**config.mk**
```make
export PLATFORM = sky130hd
export DESIGN_NAME = sirq_ctrl
export DESIGN_NICKNAME = d
export VERILOG_FILES = /design/src/rtl/sirq_pkg.sv /design/src/rtl/sirq_chan.sv /design/src/rtl/sirq_vec.sv /design/src/rtl/sirq_ctrl.sv
export SDC_FILE = /design/constraint.sdc
export NUM_CORES = 1
export LEC_CHECK = 0
export ABC_CLOCK_PERIOD_IN_PS = 2100
export BUFFER_PORTS_ARGS = -buffer_cell sky130_fd_sc_hd__buf_2
export CELL_PAD_IN_SITES_DETAIL_PLACEMENT = 0
export CELL_PAD_IN_SITES_GLOBAL_PLACEMENT = 2
export CORE_ASPECT_RATIO = 1.25
export CORE_MARGIN = 5
export CORE_UTILIZATION = 25
export CTS_CLUSTER_DIAMETER = 30
export CTS_CLUSTER_SIZE = 40
export DETAILED_ROUTE_END_ITERATION = 8
export GPL_TIMING_DRIVEN = 0
export MAX_ROUTING_LAYER = met4
export PLACE_DENSITY_LB_ADDON = 0.1
export SYNTH_ARGS = -nofsm -noshare
export SYNTH_HDL_FRONTEND = slang
export SYNTH_SLANG_ARGS = --single-unit
```
**constraint.sdc**
```tcl
create_clock -name clk -period 2.1 [get_ports clk]
set_clock_uncertainty 0.05 [all_clocks]
set_input_delay 0 -clock clk [delete_from_list [all_inputs] [get_ports clk]]
set_output_delay 0 -clock clk [all_outputs]
set_load 0.01 [all_outputs]
```
**src/rtl/sirq_pkg.sv**
```systemverilog
package sirq_pkg;

    localparam int NCH   = 2;
    localparam int VEC_W = 8;

    typedef enum logic [1:0] {
        EV_HOLD = 2'd0,
        EV_IDLE = 2'd1,
        EV_RX   = 2'd2,
        EV_TX   = 2'd3
    } vec_ev_e;

    typedef struct packed {
        logic rx_pend;
        logic tx_pend;
        logic rx_svc;
        logic tx_svc;
        logic rx_stat;
        logic tx_stat;
    } chan_state_t;

    function automatic logic [VEC_W-1:0] vec_code(input logic hi,
                                                  input logic is_b,
                                                  input vec_ev_e ev);
        logic [VEC_W-1:0] c;
        c = '0;
        if (hi) begin
            case (ev)
                EV_RX:   c = is_b ? 8'h20 : 8'h30;
                EV_TX:   c = is_b ? 8'h00 : 8'h10;
                default: c = 8'h60;
            endcase
        end else begin
            case (ev)
                EV_RX:   c = is_b ? 8'h04 : 8'h0C;
                EV_TX:   c = is_b ? 8'h00 : 8'h08;
                default: c = 8'h06;
            endcase
        end
        return c;
    endfunction

endpackage

```
**src/rtl/sirq_chan.sv**
```systemverilog
module sirq_chan
    import sirq_pkg::*;
(
    input  logic       clk,
    input  logic       rst,
    input  logic       rx_req,
    input  logic       tx_req,
    input  logic       rx_clr,
    input  logic       tx_clr,
    input  logic       svc_clr,
    input  logic       tx_ie,
    input  logic [1:0] rx_mode,
    input  logic       brk_ie,
    input  logic       brk_stat,
    output vec_ev_e    ev,
    output logic       rx_stat,
    output logic       tx_stat,
    output logic       req
);

    chan_state_t q, n;

    always_comb begin
        n  = q;
        ev = EV_HOLD;
        // clear-in-service command
        if (svc_clr) begin
            if (n.rx_svc) begin
                n.rx_svc = 1'b0;
                if (n.tx_pend) begin
                    n.tx_svc  = 1'b1;
                    n.tx_stat = n.tx_stat | tx_ie;
                    ev        = EV_TX;
                end
            end else begin
                n.tx_svc = 1'b0;
            end
        end
        // receive clear, waiting transmit re-enters service
        if (rx_clr) begin
            n.rx_pend = 1'b0;
            n.rx_svc  = 1'b0;
            n.rx_stat = 1'b0;
            ev        = EV_IDLE;
            if (n.tx_pend) begin
                n.tx_svc  = 1'b1;
                n.tx_stat = n.tx_stat | tx_ie;
                ev        = EV_TX;
            end
        end
        // transmit clear, waiting receive re-enters service
        if (tx_clr) begin
            n.tx_pend = 1'b0;
            n.tx_svc  = 1'b0;
            n.tx_stat = 1'b0;
            ev        = EV_IDLE;
            if (n.rx_pend) begin
                n.rx_svc  = 1'b1;
                n.rx_stat = 1'b1;
                ev        = EV_RX;
            end
        end
        // requests last so they win over clears
        if (rx_req) begin
            n.rx_pend = 1'b1;
            n.rx_svc  = 1'b1;
            n.rx_stat = 1'b1;
            ev        = EV_RX;
        end
        if (tx_req) begin
            n.tx_pend = 1'b1;
            if (!n.rx_svc) begin
                n.tx_svc  = 1'b1;
                n.tx_stat = n.tx_stat | tx_ie;
                ev        = EV_TX;
            end
        end
    end

    always_ff @(posedge clk) begin
        if (rst) q <= '0;
        else     q <= n;
    end

    assign rx_stat = q.rx_stat;
    assign tx_stat = q.tx_stat;
    assign req     = (tx_ie & q.tx_pend)
                   | (((rx_mode == 2'b01) || (rx_mode == 2'b10)) & q.rx_pend)
                   | (brk_ie & brk_stat);


    rx_req_sets_chk: assert property (@(posedge clk) disable iff (rst)
        rx_req |=> (q.rx_pend && q.rx_svc && q.rx_stat));


    tx_req_pends_chk: assert property (@(posedge clk) disable iff (rst)
        tx_req |=> q.tx_pend);


    svc_needs_pend_chk: assert property (@(posedge clk) disable iff (rst)
        (q.rx_svc |-> q.rx_pend) and (q.tx_svc |-> q.tx_pend));


    tx_clr_drops_chk: assert property (@(posedge clk) disable iff (rst)
        (tx_clr && !tx_req) |=> (!q.tx_pend && !q.tx_stat));

endmodule

```
**src/rtl/sirq_vec.sv**
```systemverilog
module sirq_vec
    import sirq_pkg::*;
#(
    parameter logic [VEC_W-1:0] RST_VEC = '0
) (
    input  logic             clk,
    input  logic             rst,
    input  logic             stat_hi,
    input  vec_ev_e          ev_a,
    input  vec_ev_e          ev_b,
    output logic [VEC_W-1:0] vec
);

    always_ff @(posedge clk) begin
        if (rst)                 vec <= RST_VEC;
        else if (ev_a != EV_HOLD) vec <= vec_code(stat_hi, 1'b0, ev_a);
        else if (ev_b != EV_HOLD) vec <= vec_code(stat_hi, 1'b1, ev_b);
    end

endmodule

```
**src/rtl/sirq_ctrl.sv**
```systemverilog
module sirq_ctrl
    import sirq_pkg::*;
#(
    parameter logic [VEC_W-1:0] RST_VEC = '0
) (
    input  logic                clk,
    input  logic                rst,
    input  logic [NCH-1:0]      rx_req,
    input  logic [NCH-1:0]      tx_req,
    input  logic [NCH-1:0]      rx_clr,
    input  logic [NCH-1:0]      tx_clr,
    input  logic [NCH-1:0]      svc_clr,
    input  logic [NCH-1:0]      tx_ie,
    input  logic [2*NCH-1:0]    rx_mode,
    input  logic [NCH-1:0]      brk_ie,
    input  logic [NCH-1:0]      brk_stat,
    input  logic                stat_hi,
    output logic                irq,
    output logic [VEC_W-1:0]    pend_stat,
    output logic [VEC_W-1:0]    vec
);

    vec_ev_e        ev_w [NCH];
    logic [NCH-1:0] st_rx, st_tx, req_w;

    for (genvar g = 0; g < NCH; g++) begin : g_ch
        sirq_chan u_chan (
            .clk      (clk),
            .rst      (rst),
            .rx_req   (rx_req[g]),
            .tx_req   (tx_req[g]),
            .rx_clr   (rx_clr[g]),
            .tx_clr   (tx_clr[g]),
            .svc_clr  (svc_clr[g]),
            .tx_ie    (tx_ie[g]),
            .rx_mode  (rx_mode[2*g +: 2]),
            .brk_ie   (brk_ie[g]),
            .brk_stat (brk_stat[g]),
            .ev       (ev_w[g]),
            .rx_stat  (st_rx[g]),
            .tx_stat  (st_tx[g]),
            .req      (req_w[g])
        );
    end

    sirq_vec #(.RST_VEC(RST_VEC)) u_vec (
        .clk     (clk),
        .rst     (rst),
        .stat_hi (stat_hi),
        .ev_a    (ev_w[0]),
        .ev_b    (ev_w[1]),
        .vec     (vec)
    );

    // channel A in the upper nibble, channel B in the lower one
    assign pend_stat = {2'b00, st_rx[0], st_tx[0], 1'b0, st_rx[1], st_tx[1], 1'b0};
    assign irq       = |req_w;


    tx_bit_gate_chk: assert property (@(posedge clk) disable iff (rst)
        ($rose(pend_stat[4]) |-> $past(tx_ie[0])) and
        ($rose(pend_stat[1]) |-> $past(tx_ie[1])));


    vec_moves_on_pulse_chk: assert property (@(posedge clk) disable iff (rst)
        !$stable(vec) |-> $past(|(rx_req | tx_req | rx_clr | tx_clr | svc_clr)));

endmodule

```
# Word level (Yosys, flattened, before mapping)
# Index checks and enable logic that the tools add are counted.
dict set report word_totals {
  ff_bits 20
  word_cells 115
}
dict set report op_classes {
  bitwise_logic 16
  mux 70
  n_reduce_logical 8
  eq_ne 8
}
# op n
set op_table {}
lappend op_table {{$mux 2} 22}
lappend op_table {{$mux 1} 36}
lappend op_table {{$mux 8} 4}
lappend op_table {{$pmux 7 s2} 2}
lappend op_table {{$eq 2x2->1 const B} 6}
lappend op_table {{$mux 5} 2}
lappend op_table {{$or 1x1->1} 10}
lappend op_table {{$reduce_bool 2->1} 5}
lappend op_table {{$mux 4} 2}
lappend op_table {{$pmux 4 s2} 1}
lappend op_table {{$and 1x1->1} 6}
lappend op_table {{$pmux 3 s2} 1}
lappend op_table {{$eq 2x1->1 const B} 2}
lappend op_table {{$logic_or 1x1->1} 2}
lappend op_table {{$reduce_or 2->1} 1}

# Logic depth before layout (Yosys ltp)
# Gate-level depths: netlist of run 1.
dict set report logic_depth {
  ltp_word 17
  depth_mapped 6
  mapped_depth_nobuf 5
}

# Modules after synthesis
# Synthesis of run 1 repeated with hierarchy kept, for this count alone.
dict set report hier_totals {
  cells_unflattened 99
  area_unflattened_um2 843.3
}
# module seq_area_each_um2 cells_each instances area_per_inst_um2
set by_module_without_submodules {}
lappend by_module_without_submodules {sirq_chan 100.1 32 2 264.0}
lappend by_module_without_submodules {sirq_vec 120.1 29 1 275.3}
lappend by_module_without_submodules {sirq_ctrl 0.0 6 1 40.0}

# Least setup slack after synthesis of run 1
# No wires, ideal clock.
dict set report synth_timing {
  kind {register to register}
  from {register g_ch[1].u_chan.q[5] (netlist name)}
  to {register u_vec.vec[1]}
  period_less_slack_ns 1.550
  required_ns 1.990
  t_arrival_ns 1.440
  path_stages_with_launch 7
  path_slack_ns 0.550
  path_cell_list {dfxtp_1 nor2b_1 a221o_1 a211oi_2 and2_1 buf_4 a32o_1}
}
dict set report synth_via {
  elab_chain_len 11
  elab_cells_between_ends 17
  cone_classes {2 x eq/ne; 13 x mux; 2 x reduce/logical}
}
# item line_no
set synth_rtl {}
lappend synth_rtl {{start: declaration} sirq_chan.sv:21} ;# chan_state_t q, n;
lappend synth_rtl {{start signal: assignment} sirq_chan.sv:82} ;# else q <= n;
lappend synth_rtl {{$mux 1 (*)} sirq_chan.sv:40} ;# if (rx_clr) begin
lappend synth_rtl {{$mux 2 / $mux 1 (equally long branches)} sirq_chan.sv:57} ;# if (n.rx_pend) begin
lappend synth_rtl {{$mux 2 / $mux 5 (equally long branches)} sirq_chan.sv:52} ;# if (tx_clr) begin
lappend synth_rtl {{$mux 2 / $mux 1 (equally long branches)} sirq_chan.sv:64} ;# if (rx_req) begin
lappend synth_rtl {{$mux 2} sirq_chan.sv:72} ;# if (!n.rx_svc) begin
lappend synth_rtl {{$mux 2 (*)} sirq_chan.sv:70} ;# if (tx_req) begin
lappend synth_rtl {{$eq 2x2->1} sirq_pkg.sv:34} ;# case (ev)
lappend synth_rtl {{$pmux 3 s2} sirq_pkg.sv:34}
lappend synth_rtl {{$mux 8} sirq_pkg.sv:27} ;# if (hi) begin
lappend synth_rtl {{$mux 8} sirq_vec.sv:17} ;# else if (ev_b != EV_HOLD) vec <= vec_code(stat_hi, 1'b1, ev_b);
lappend synth_rtl {{$mux 8} sirq_vec.sv:16} ;# else if (ev_a != EV_HOLD) vec <= vec_code(stat_hi, 1'b0, ev_a);
lappend synth_rtl {{end signal: assignment} sirq_vec.sv:16}
lappend synth_rtl {{end signal: assignment} sirq_vec.sv:17}
lappend synth_rtl {{end: declaration} sirq_vec.sv:11} ;# output logic [VEC_W-1:0] vec
# Mark *: on every way between the ends. The rest lies on a longest branch, timed or not. The select of a mux whose other input is x is not followed.
# A chain may end at the register's enable or synchronous reset.

# Worst setup path after layout of run 1
dict set report layout_timing {
  from {register g_ch[0].u_chan.q[3] (netlist name)}
  to {register u_vec.vec[5]}
}
dict set report layout_via {
  elab_chain_len 11
  elab_cells_between_ends 19
  cone_classes {2 x eq/ne; 15 x mux; 2 x reduce/logical}
}
# item line_no
set layout_rtl {}
lappend layout_rtl {{start: declaration} sirq_chan.sv:21}
lappend layout_rtl {{start signal: assignment} sirq_chan.sv:82}
lappend layout_rtl {{$mux 2 (on tied branches)} {sirq_chan.sv:28, sirq_chan.sv:27}}
lappend layout_rtl {{$mux 2 / $mux 4 (equally long branches)} {sirq_chan.sv:27, sirq_chan.sv:40}}
lappend layout_rtl {{$mux 2 / $mux 1 (equally long branches)} {sirq_chan.sv:40, sirq_chan.sv:57}}
lappend layout_rtl {{$mux 2 / $mux 5 (equally long branches)} sirq_chan.sv:52}
lappend layout_rtl {{$mux 2 / $mux 1 (equally long branches)} sirq_chan.sv:64}
lappend layout_rtl {{$mux 2} sirq_chan.sv:72}
lappend layout_rtl {{$mux 2 (*)} sirq_chan.sv:70}
lappend layout_rtl {{$eq 2x2->1} sirq_pkg.sv:28} ;# case (ev)
lappend layout_rtl {{$pmux 7 s2} sirq_pkg.sv:28}
lappend layout_rtl {{$mux 8} sirq_pkg.sv:27}
lappend layout_rtl {{$mux 8} sirq_vec.sv:16}
# Marked as above.

==> results of run 1 <==
worst max path at each step:
stage                                    from                        end  slack (ps)  depth (start not counted)
2_1_floorplan  g_ch[1].u_chan.q[5]$_SDFF_PP0_  u_vec.vec[1]$_SDFFE_PP0P_         550                          6
3_3_place_gp   g_ch[0].u_chan.q[3]$_SDFF_PP0_  u_vec.vec[2]$_SDFFE_PP0P_         390                          5
3_5_place_dp   g_ch[0].u_chan.q[3]$_SDFF_PP0_  u_vec.vec[6]$_SDFFE_PP0P_         400                          6
4_1_cts        g_ch[0].u_chan.q[3]$_SDFF_PP0_  u_vec.vec[5]$_SDFFE_PP0P_         360                          5
5_1_grt        g_ch[0].u_chan.q[3]$_SDFF_PP0_  u_vec.vec[2]$_SDFFE_PP0P_         250                          5
6_report       g_ch[0].u_chan.q[3]$_SDFF_PP0_  u_vec.vec[5]$_SDFFE_PP0P_         340                          5
layer usage:
metal	global-route usage (%)	share of wire (%)
met5	-	0
met4	5.61	2.2
met3	3.03	6.7
met2	17.5	49
met1	11.7	42
placed cells by master, fill, tap and decap left out, drive strengths merged, types with 3 or more instances in the layout:
| cell type | count |
|---|---|
| nand2b | 5 |
| a21oi | 6 |
| clkbuf | 6 |
| a211oi | 3 |
| dfxtp | 16 |
| a21o | 4 |
| nor2b | 5 |
| a31oi | 3 |
| dlygate4sd3 | 5 |
| nand2 | 4 |
| nor2 | 20 |
| conb | 6 |
| o31ai | 3 |
| buf | 43 |
power groups by stage:
stage | sequential [mW] | combinational [mW] | clock, mW
CTS | 0.335 | 0.164 | 0.299
floorplan | 0.342 | 0.0955 | 0
finish | 0.334 | 0.163 | 0.285
detailed placement | 0.342 | 0.156 | 0
global route | 0.337 | 0.181 | 0.313
global placement | 0.341 | 0.156 | 0
cell type report:
type                    count  area, um^2  share of cell area (%)
repair buffers             37         210                    16.9
multi-input cells          85         514                    41.3
clock buffers               4        55.1                    4.42
well taps                  39        48.8                    3.92
inverters                   2        7.51                   0.602
plain buffers              13        90.1                    7.23
flip-flops and latches     16         320                    25.7
state kept, by name, summed over array words and instances, names as in the netlist:
signal,flops
u_vec.vec,6
g_ch.u_chan.rx_stat,2
g_ch.u_chan.q,6
g_ch.u_chan.tx_stat,2
through the flow:
| step | power (mW) | hold WS, ps |
|---|---|---|
| global placement | 0.497 | 174 |
| detailed placement | 0.497 | 183 |
| CTS | 0.797 | 24.3 |
| floorplan | 0.437 | 70.7 |
| finish | 0.782 | 28.7 |
| global route | 0.832 | 56.9 |
critical path: cells and delay by family (launching register included):
| family | cells | cell delay, ps |
|---|---|---|
| AOI/OAI and AO/OA | 2 | 670 |
| DFF | 1 | 330 |
| and+or+nand+nor | 3 | 620 |
cell families after synthesis:
family          after synthesis  share of synthesized area [%]
compound gates               32                           26.6
xor+xnor                      2                           1.92
simple gates                 45                           25.3
other cells                   1                          0.411
buf+inv                      15                           10.7
flops                        16                           35.1
==> results.md, run 1 <==
* Worst-margin pin slew at roughly 510 ps
* Worst EP required at 2220 ps
* WHS Endpoint: g_ch[1].u_chan.rx_stat$_SDFF_PP0_
* Global-route wire length before repair at roughly 4200 um
* Leakage at ~0.59 nW
* Sequential Power Share at a little over two fifths
* GPL Wtd Cong at roughly 0.76
* Status: completed
* Clk sinks at 16
* Unrepaired setup endpoints after global routing: false
* Ant diodes at 0
* Syn Area/Cell at slightly above 8 um^2
* CP Data Arrival Time at about 1900 ps
* Initial Util at 26.0%
* Antenna viol nets, final at 0
* Dpl cell area at about 0.0011 mm^2
* Post-CTS resize count at 0
* Die height at 77.6 um
* Postcts setup bufs at 0
* Max Freq at around 570 MHz
* Cell taking the most area after synthesis: dfxtp_1
* Clock slew at reported path FFs at ~70 ps
* Routed wire length at roughly 2500 um
* Worst Setup Start Kind: register
* Die area at approximately 0.0050 mm^2
* Most frequent cell after synthesis: nor2_1
* Tot GR Track Use at around 11%
* Hold-critical path depth at 3
* Slowest-stage cell, CP: a311oi_1
* # hold bufs at CTS at 5
* Yosys cell types at 33
* Share of the synthesized area in the top cell type at a little over a third
* Pre-antenna DRT Iters at 4
* Clock power frac at 36.4%
* Final TNS setup at 0 ps
* Total CTS buffers at 3
* Max_cap viols at 0
* CTS tree: built
* Synth Instances at between 100 and 150
* Initial antenna violation count at 0
* Total global routing overflow at 0
* Worst reg2reg startpoint: g_ch[0].u_chan.q[3]$_SDFF_PP0_
* Cell Rows at 24
* Gate power share at a little over a fifth
* RR Endpoint: u_vec.vec[5]$_SDFFE_PP0P_
* Final core utilization at 35.5%
* Sequential fraction of the synthesis area at about a third
* Worst setup margin at 344 ps
* Crit Path Max Fanout at 3
* Max IR drop VDD at roughly 0.32 mV
* Core Box Area at about 0.0035 mm^2
* Sw power at roughly 0.21 mW
* Setup Slack @ Placement at between 400 and 500 ps
* Critical path class: register to register
* Final setup viols at 0
* Power Internal at about 0.57 mW
* Synth warn at 0
* P per Cell Area at 627 mW/mm^2
* Clock root cell: clkbuf_8
* Worst-Skew Late Latency at between 200 and 300 ps
* Hold Crit Start: rx_clr[1]
* Largest stage delay on the critical path at 460 ps
* Worst Setup End Kind: register
* Crit-path cells: a311oi_1, nor3_1, and2_1, or3_1, o31ai_1
* Number of vias per cell at around 4.8
* Hold Crit Class: input pin to register
* Post-synth ARST share at 0%
* Deepest clock path buffer count at 2
* CTS H-tree lvls at 1
* Slew Viols, Final at 0
* Filler cells at 387
* DRC at 0
* Share of cells above drive strength 1 at between 30% and 40%
* Dpl cells at between 150 and 200
* Post-route design area at 0.00125 mm^2
* Worst-case reg-to-reg path depth at 5
* Total number of vias at between 900 and 1,000
* I/O Buffers at 32
* Synth cell count leaders: nor2_1 (20), dfxtp_1 (16), buf_4 (11), a21oi_1 (6)
* Sw Ratio at 27.1%
* Largest net degree at the start of global routing at 11
* Die W at 64.1 um
* Fin cells at between 150 and 200
* Ys flop type: dfxtp_1
* Vias in the first global route at about 930
* HPWL after DPL at 1980 um
* Routed WL per cell at 12.8 um
* # IOs at 40
* Iteration-0 DRC Markers at 26
* Rel. slew slack at about 66%
* Reg2Reg Setup Slack at 340 ps
* Post-synth EDFFs at 0
* Tcrit/Tclk final at ~84%
* Final min period at roughly 1800 ps
* Synth top area cells: dfxtp_1 (35%), buf_4 (9.0%), nor2_1 (8.2%), nand2b_1 (3.4%), nor2b_1 (3.4%)
* Yosys reg bits at 16
* Post-Syn Area at approximately 910 um^2
* Nets at around 180
* P&R area growth vs syn at 36.4%
* Hold Fails Final Rpt at 0
Power figures use the tool's default switching activity.
==> run 2: changes to the inputs <==
--- a/config.mk
+++ b/config.mk
@@ -5,13 +5,13 @@
 export SDC_FILE = /design/constraint.sdc
 export NUM_CORES = 1
 export LEC_CHECK = 0
-export ABC_CLOCK_PERIOD_IN_PS = 2100
+export ABC_CLOCK_PERIOD_IN_PS = 1500
 export BUFFER_PORTS_ARGS = -buffer_cell sky130_fd_sc_hd__buf_2
 export CELL_PAD_IN_SITES_DETAIL_PLACEMENT = 0
 export CELL_PAD_IN_SITES_GLOBAL_PLACEMENT = 2
 export CORE_ASPECT_RATIO = 1.25
 export CORE_MARGIN = 5
-export CORE_UTILIZATION = 25
+export CORE_UTILIZATION = 22
 export CTS_CLUSTER_DIAMETER = 30
 export CTS_CLUSTER_SIZE = 40
 export DETAILED_ROUTE_END_ITERATION = 8
==> constraint.sdc (replaced) <==
create_clock -name clk -period 1.5 [get_ports clk]
set_clock_uncertainty 0.05 [all_clocks]
set_input_delay 0 -clock clk [delete_from_list [all_inputs] [get_ports clk]]
set_output_delay 0 -clock clk [all_outputs]
set_load 0.01 [all_outputs]
==> run 2 against run 1 <==
  * The flow now finishes with violations (setup timing)
  * Clock power increased by 35%
  * Die area increased by 12%
  * Highest routed layer unchanged
  * Setup slack got worse by 490 ps
  * Critical endpoint is now u_vec.vec[2]$_SDFFE_PP0P_
==> results.md, run 2 (same netlist as run 1, synthesis figures left out) <==
* Die height at 82.0 um (+5.7%)
* Filler cells at 450 (+16%)
* Initial antenna violation count at 0 (unchanged)
* Power Internal at 0.820 mW (+44%)
* Worst EP required at 1620 ps (-600 ps)
* Hold Fails Final Rpt at 0 (unchanged)
* Die W at 67.6 um (+5.6%)
* Max_cap viols at 0 (unchanged)
* Max Freq at 609 MHz (+7.0%)
* Final min period at 1640 ps (-114 ps)
* Worst-margin pin slew at 527 ps (+15.8 ps)
* Slew Viols, Final at 0 (unchanged)
* Most frequent cells in the layout: buf_2 (32), nor2_1 (20), buf_4 (17), dfxtp_1 (10)
* Critical Path Start: g_ch[0].u_chan.q[4]$_SDFFE_PP0P_
* Number of vias per cell at 4.32 (-9.0%)
* Core Box Area at 0.00407 mm^2 (+16%)
* Final setup viols at 6 (+6)
* Post-route design area at 0.00139 mm^2 (+11%)
* # IOs at 40 (unchanged)
* P per Cell Area at 807 mW/mm^2 (+29%)
* Tot GR Track Use at 10.2% (-0.57 points)
* Hold Crit Start: rx_req[1]
* Die area at 0.00555 mm^2 (+12%)
* I/O Buffers at 32 (unchanged)
* Nets at 188 (+3.9%)
* Antenna viol nets, final at 0 (unchanged)
* Leakage at 0.636 nW (+8.5%)
* Gate power share at 23.3% (+2.5 points)
* CP Data Arrival Time at 1760 ps (-110 ps)
* Vias in the first global route at 949 (+2.3%)
* Sequential Power Share at 42.1% (-0.7 points)
* Final core utilization at 34.1% (-1.4 points)
* P&R area growth vs syn at 51.6%
* Total global routing overflow at 0 (unchanged)
* FF+latch area at 330 um^2 (+3.1%)
* WHS at 22.9 ps (-5.85 ps)
* Worst Setup Start Kind: register
* DRC at 0 (unchanged)
* Routed wire length at 2640 um (+5.1%)
* Dpl cells at 204 (+9.1%)
* Setup Slack @ Placement at -198 ps (-599 ps)
* Largest net degree at the start of global routing at 11 (unchanged)
* Fin cells at 220 (+12%)
* Largest regs: g_ch.u_chan.q: 6 flops, u_vec.vec: 6 flops
* Worst setup margin at -141 ps (-486 ps)
* Cell Rows at 26 (+8.3%)
* Violated checks: setup timing
* GPL Wtd Cong at 0.787 (+3.0%)
* Tcrit/Tclk final at 109% (+26 points)
* Area of the multi-input gates at 566 um^2 (+10%)
* Sw power at 0.297 mW (+41%)
* Worst Setup End Kind: register
* Share of cells above drive strength 1 at 45.1% (+11 points)
* Ant diodes at 0 (unchanged)
* HPWL after DPL at 2080 um (+5.1%)
* Initial Util at 22.5% (-3.5 points)
* Critical path class: register to register
* Most common cell after layout, fill and taps aside: buf_2
* CTS H-tree lvls at 1 (unchanged)
* Global-route wire length before repair at 4170 um (+0.17%)
* Clock power frac at 34.6% (-1.8 points)
* Dpl cell area at 0.00117 mm^2 (+3.0%)
* Worst reg2reg startpoint: g_ch[0].u_chan.q[4]$_SDFFE_PP0P_
* Max IR drop VDD at 0.279 mV (-14%)
* Clock root cell: clkbuf_8
* Iteration-0 DRC Markers at 12 (-54%)
* Rel. slew slack at 64.9% (-1.1 points)
* Clk sinks at 16 (unchanged)
* Pre-antenna DRT Iters at 3 (-1)
* Hold Crit Class: input pin to register
* CTS tree: built
* Unrepaired setup endpoints after global routing: true
* Crit Path Max Fanout at 4 (+1)
* Total CTS buffers at 3 (unchanged)
* Sw Ratio at 26.6% (-0.46 points)
* Clock slew at reported path FFs at 70 ps (about the same)
* Deepest clock path buffer count at 2 (unchanged)
* Status: complete, but fails checks
* Total number of vias at 951 (+2.1%)
* Routed WL per cell at 12.0 um (-6.4%)
* Worst-Skew Late Latency at 250 ps (about the same)
==> run 2: cell count changes in the layout (fill, tap and decap cells not counted), moves of 2 or more <==
cell	change
nor2b_2	+2
buf_4	+6
dfxtp_1	-6
o31ai_1	-3
dfxtp_2	+5
nor2b_1	-3
a311oi_1	-2
o31ai_2	+3
==> run 2: worst max-delay path: stages, from the launching register on <==
cell     delay, ps
dfxtp_2        350
nor2b_2        170
a211o_1        330
and2_1         160
or3_1          320
o31ai_2        180
==> run 2: area by class of cell <==
| cell class | count | area share, % |
|---|---|---|
| Clock buffer | 4 | 3.97 |
| Sequential cell | 16 | 23.8 |
| Timing Repair Buffer | 44 | 19.0 |
| Tap cell | 56 | 5.06 |
| Multi-Input combinational cell | 85 | 40.8 |
| Buffer | 13 | 6.78 |
| Inverter | 2 | 0.542 |
==> run 2: power groups by stage <==
stage	combinational [mW]	clock (mW)	sequential, mW
2_1_floorplan	0.136	0	0.480
3_3_place_gp	0.221	0	0.479
3_5_place_dp	0.222	0	0.480
4_1_cts	0.255	0.406	0.471
5_1_grt	0.289	0.424	0.475
6_report	0.260	0.386	0.471
==> run 2: path summary, 6_finish.rpt <==
check / end / slack, ps / cells after the start
worst max-delay path: u_vec.vec[2]$_SDFFE_PP0P_ / -140 / 5
worst max register to register: u_vec.vec[2]$_SDFFE_PP0P_ / -140 / 5
worst min-delay path: g_ch[1].u_chan.rx_stat$_SDFF_PP0_ / 20 / 3
worst min register to register: u_vec.vec[4]$_SDFFE_PP0P_ / 420 / 1
==> run 2: through the flow <==
step | total power, mW | setup TNS, ps
floorplan | 0.615 | 0
global placement | 0.700 | -1160
detailed placement | 0.702 | -1100
CTS | 1.13 | -750
global route | 1.19 | -1290
finish | 1.12 | -728
==> run 2: what timing repair did <==
action,4_1_cts,5_1_grt
setup buffers,4,3
endpoints found under the hold margin,5,0
hold buffers,5,0
gates resized for setup,14,1
cloned,0,0
setup endpoints to repair,6,7
==> run 2: per-layer routing <==
metal	GRT usage, %	part of all wire [%]
met4	3.04	1.1
met3	2.19	7.0
met5	-	0
met1	11.6	41
met2	17.5	51
==> run 3: changes to the inputs <==
--- a/config.mk
+++ b/config.mk
@@ -18,6 +18,7 @@
 export GPL_TIMING_DRIVEN = 0
 export MAX_ROUTING_LAYER = met4
 export PLACE_DENSITY_LB_ADDON = 0.1
+export SETUP_SLACK_MARGIN = 0.5
 export SYNTH_ARGS = -nofsm -noshare
 export SYNTH_HDL_FRONTEND = slang
 export SYNTH_SLANG_ARGS = --single-unit
==> run 3 against run 2 <==
  * The run still ends with setup timing left
  * Via count rose by 5.5%
  * Wire length rose by 6.6%
  * Clock power rose by 2%
  * First-iteration DRC count rose to 3.2 times the previous value
  * Sequential share of layout area fell by 1.6 points
  * Final area rose by 8.6%
  * Critical endpoint is now u_vec.vec[5]$_SDFFE_PP0P_
  * Largest power group unchanged
==> results.md, run 3 (same netlist as run 1, synthesis figures left out) <==
* Status: complete, but fails checks
* Violated checks: setup timing
* Number of vias per cell at 4.46 (+3.1%)
* Crit-path cells: a21o_4, a211o_1, and2_4, or3_1, o31ai_2
* Tot GR Track Use at 10.5% (+0.29 points)
* Vias in the first global route at 965 (+1.7%)
* Pre-antenna DRT Iters at 4 (+1)
* Worst Setup End Kind: register
* Die W at 67.6 um (unchanged)
* Total number of vias at 1,003 (+5.5%)
* Max_cap viols at 0 (unchanged)
* I/O Buffers at 32 (unchanged)
* Critical path class: register to register
* Cell Rows at 26 (unchanged)
* Most common cell after layout, fill and taps aside: buf_2
* Initial antenna violation count at 0 (unchanged)
* HPWL after DPL at 2070 um (-0.62%)
* Overall Power at 1.16 mW (+3.7%)
* CP Data Arrival Time at 1740 ps (-20 ps)
* Unrepaired setup endpoints after global routing: true
* Leakage at 0.690 nW (+8.5%)
* CP Buf/Inv Count at 0 (unchanged)
* # IOs at 40 (unchanged)
* Largest regs: g_ch.u_chan.q: 6 flops, u_vec.vec: 6 flops
* Share of cells above drive strength 1 at 52.7% (+7.5 points)
* Slew Viols, Final at 0 (unchanged)
* Initial Util at 22.5% (unchanged)
* Crit Path Max Fanout at 3 (-1)
* Worst Setup Start Kind: register
* Max Freq at 620 MHz (+1.7%)
* Iteration-0 DRC Markers at 38 (+26)
* Routed wire length at 2810 um (+6.6%)
* GPL Wtd Cong at 0.798 (+1.4%)
* P per Cell Area at 771 mW/mm^2 (-4.5%)
* Total CTS buffers at 3 (unchanged)
* Nets at 193 (+2.7%)
* DRC at 0 (unchanged)
* Clock root cell: clkbuf_8
* Total global routing overflow at 0 (unchanged)
* Ant diodes at 0 (unchanged)
* Final setup viols at 6 (unchanged)
* Clock slew at reported path FFs at 70 ps (about the same)
* CTS tree: built
* Hold Crit Class: input pin to register
* Clk sinks at 16 (unchanged)
* Hold Fails Final Rpt at 0 (unchanged)
* Cell family with most CP delay: compound AO/OA/AOI/OAI gates
* Tcrit/Tclk final at 108% (-1.8 points)
* Post-route design area at 0.00150 mm^2 (+8.6%)
* Largest stage delay on the critical path at 360 ps (about the same)
* Global-route wire length before repair at 4210 um (+1.0%)
* Deepest clock path buffer count at 2 (unchanged)
* Routed WL per cell at 12.5 um (+4.2%)
* Largest net degree at the start of global routing at 11 (unchanged)
* Slowest-stage cell, CP: dfxtp_4
* Die area at 0.00555 mm^2 (unchanged)
* Core Box Area at 0.00407 mm^2 (unchanged)
* Worst setup margin at -114 ps (+27.4 ps)
* Worst-Skew Late Latency at 250 ps (about the same)
* CTS H-tree lvls at 1 (unchanged)
* Most frequent cells in the layout: buf_2 (32), buf_4 (20), nor2_1 (19), dfxtp_1 (10), conb_1 (6)
* Dpl cell area at 0.00121 mm^2 (+2.7%)
* Worst-margin pin slew at 540 ps (+13.7 ps)
* Antenna viol nets, final at 0 (unchanged)
* P&R area growth vs syn at 64.7%
* Worst EP required at 1630 ps (about the same)
* Final min period at 1610 ps (-27.4 ps)
* Die height at 82.0 um (unchanged)
* Max IR drop VDD at 0.312 mV (+12%)
* Rel. slew slack at 64.0% (-0.91 points)
[run 3: changes by cell type in the layout (fill, tap and decap cells not counted), moves of 2 or more]
| cell | change |
|---|---|
| dfxtp_4 | +2 |
| buf_6 | +3 |
| buf_4 | +3 |
| dfxtp_2 | -2 |
| nor2b_4 | +2 |
[run 3: final timing paths]
path,to,depth (start not counted),slack [ps],from
worst max-delay path,u_vec.vec[5]$_SDFFE_PP0P_,5,-110,g_ch[0].u_chan.q[3]$_SDFF_PP0_
worst min-delay path,g_ch[1].u_chan.q[3]$_SDFF_PP0_,3,20,rx_req[1]
worst max register to register,u_vec.vec[5]$_SDFFE_PP0P_,5,-110,g_ch[0].u_chan.q[3]$_SDFF_PP0_
worst min register to register,g_ch[1].u_chan.rx_stat$_SDFF_PP0_,2,420,g_ch[1].u_chan.rx_stat$_SDFF_PP0_
[run 3: repair_timing]
item | CTS | global route
hold endpoints to repair | 4 | 0
setup endpoints to repair | 10 | 12
pin swaps | 4 | 7
setup buffers | 8 | 5
gates resized for setup | 16 | 9
hold buffers | 4 | 0
[run 3: report_power, final]
part | internal [mW] | total (mW) | leakage, nW | switching [mW]
Combinational | 0.158 | 0.297 | 0.527 | 0.139
Clock | 0.233 | 0.392 | 0.0288 | 0.159
Sequential | 0.451 | 0.471 | 0.135 | 0.0196
[run 3: tightest hold or removal path: stages]
cell     delay (ps)
buf_2           160
nor2b_4          60
nor2_1           70
[run 3: per-layer routing]
metal  track usage, %  routed length (um)  vias to the layer above
li1                 -                   -                      502
met1             11.0                1180                      467
met3             2.19                 192                        4
met4             5.48                  49                        0
met2             18.0                1390                       30
met5                -                   0                        -
[run 3: cell type report]
cell class / count / area, um^2
buffer: 13 / 93.8
clock buffer: 4 / 55.1
fill: 449 / 2560
inverter: 2 / 7.51
multi-input combinational: 85 / 633
sequential: 16 / 335
tap: 56 / 70.1
timing repair buffer: 49 / 309
[run 3: metrics by stage]
step	setup TNS [ps]	setup WS, ps	hold WS [ps]	cells	util, %
after global placement	-840	-165	188	204	29.7
after CTS	-544	-121	1.91	220	35.0
after global routing	-1010	-188	19.8	225	37.0
after floorplan	0	0.904	64.9	116	-
after detailed placement	-808	-157	195	204	29.7
final	-530	-114	19.3	225	37.0
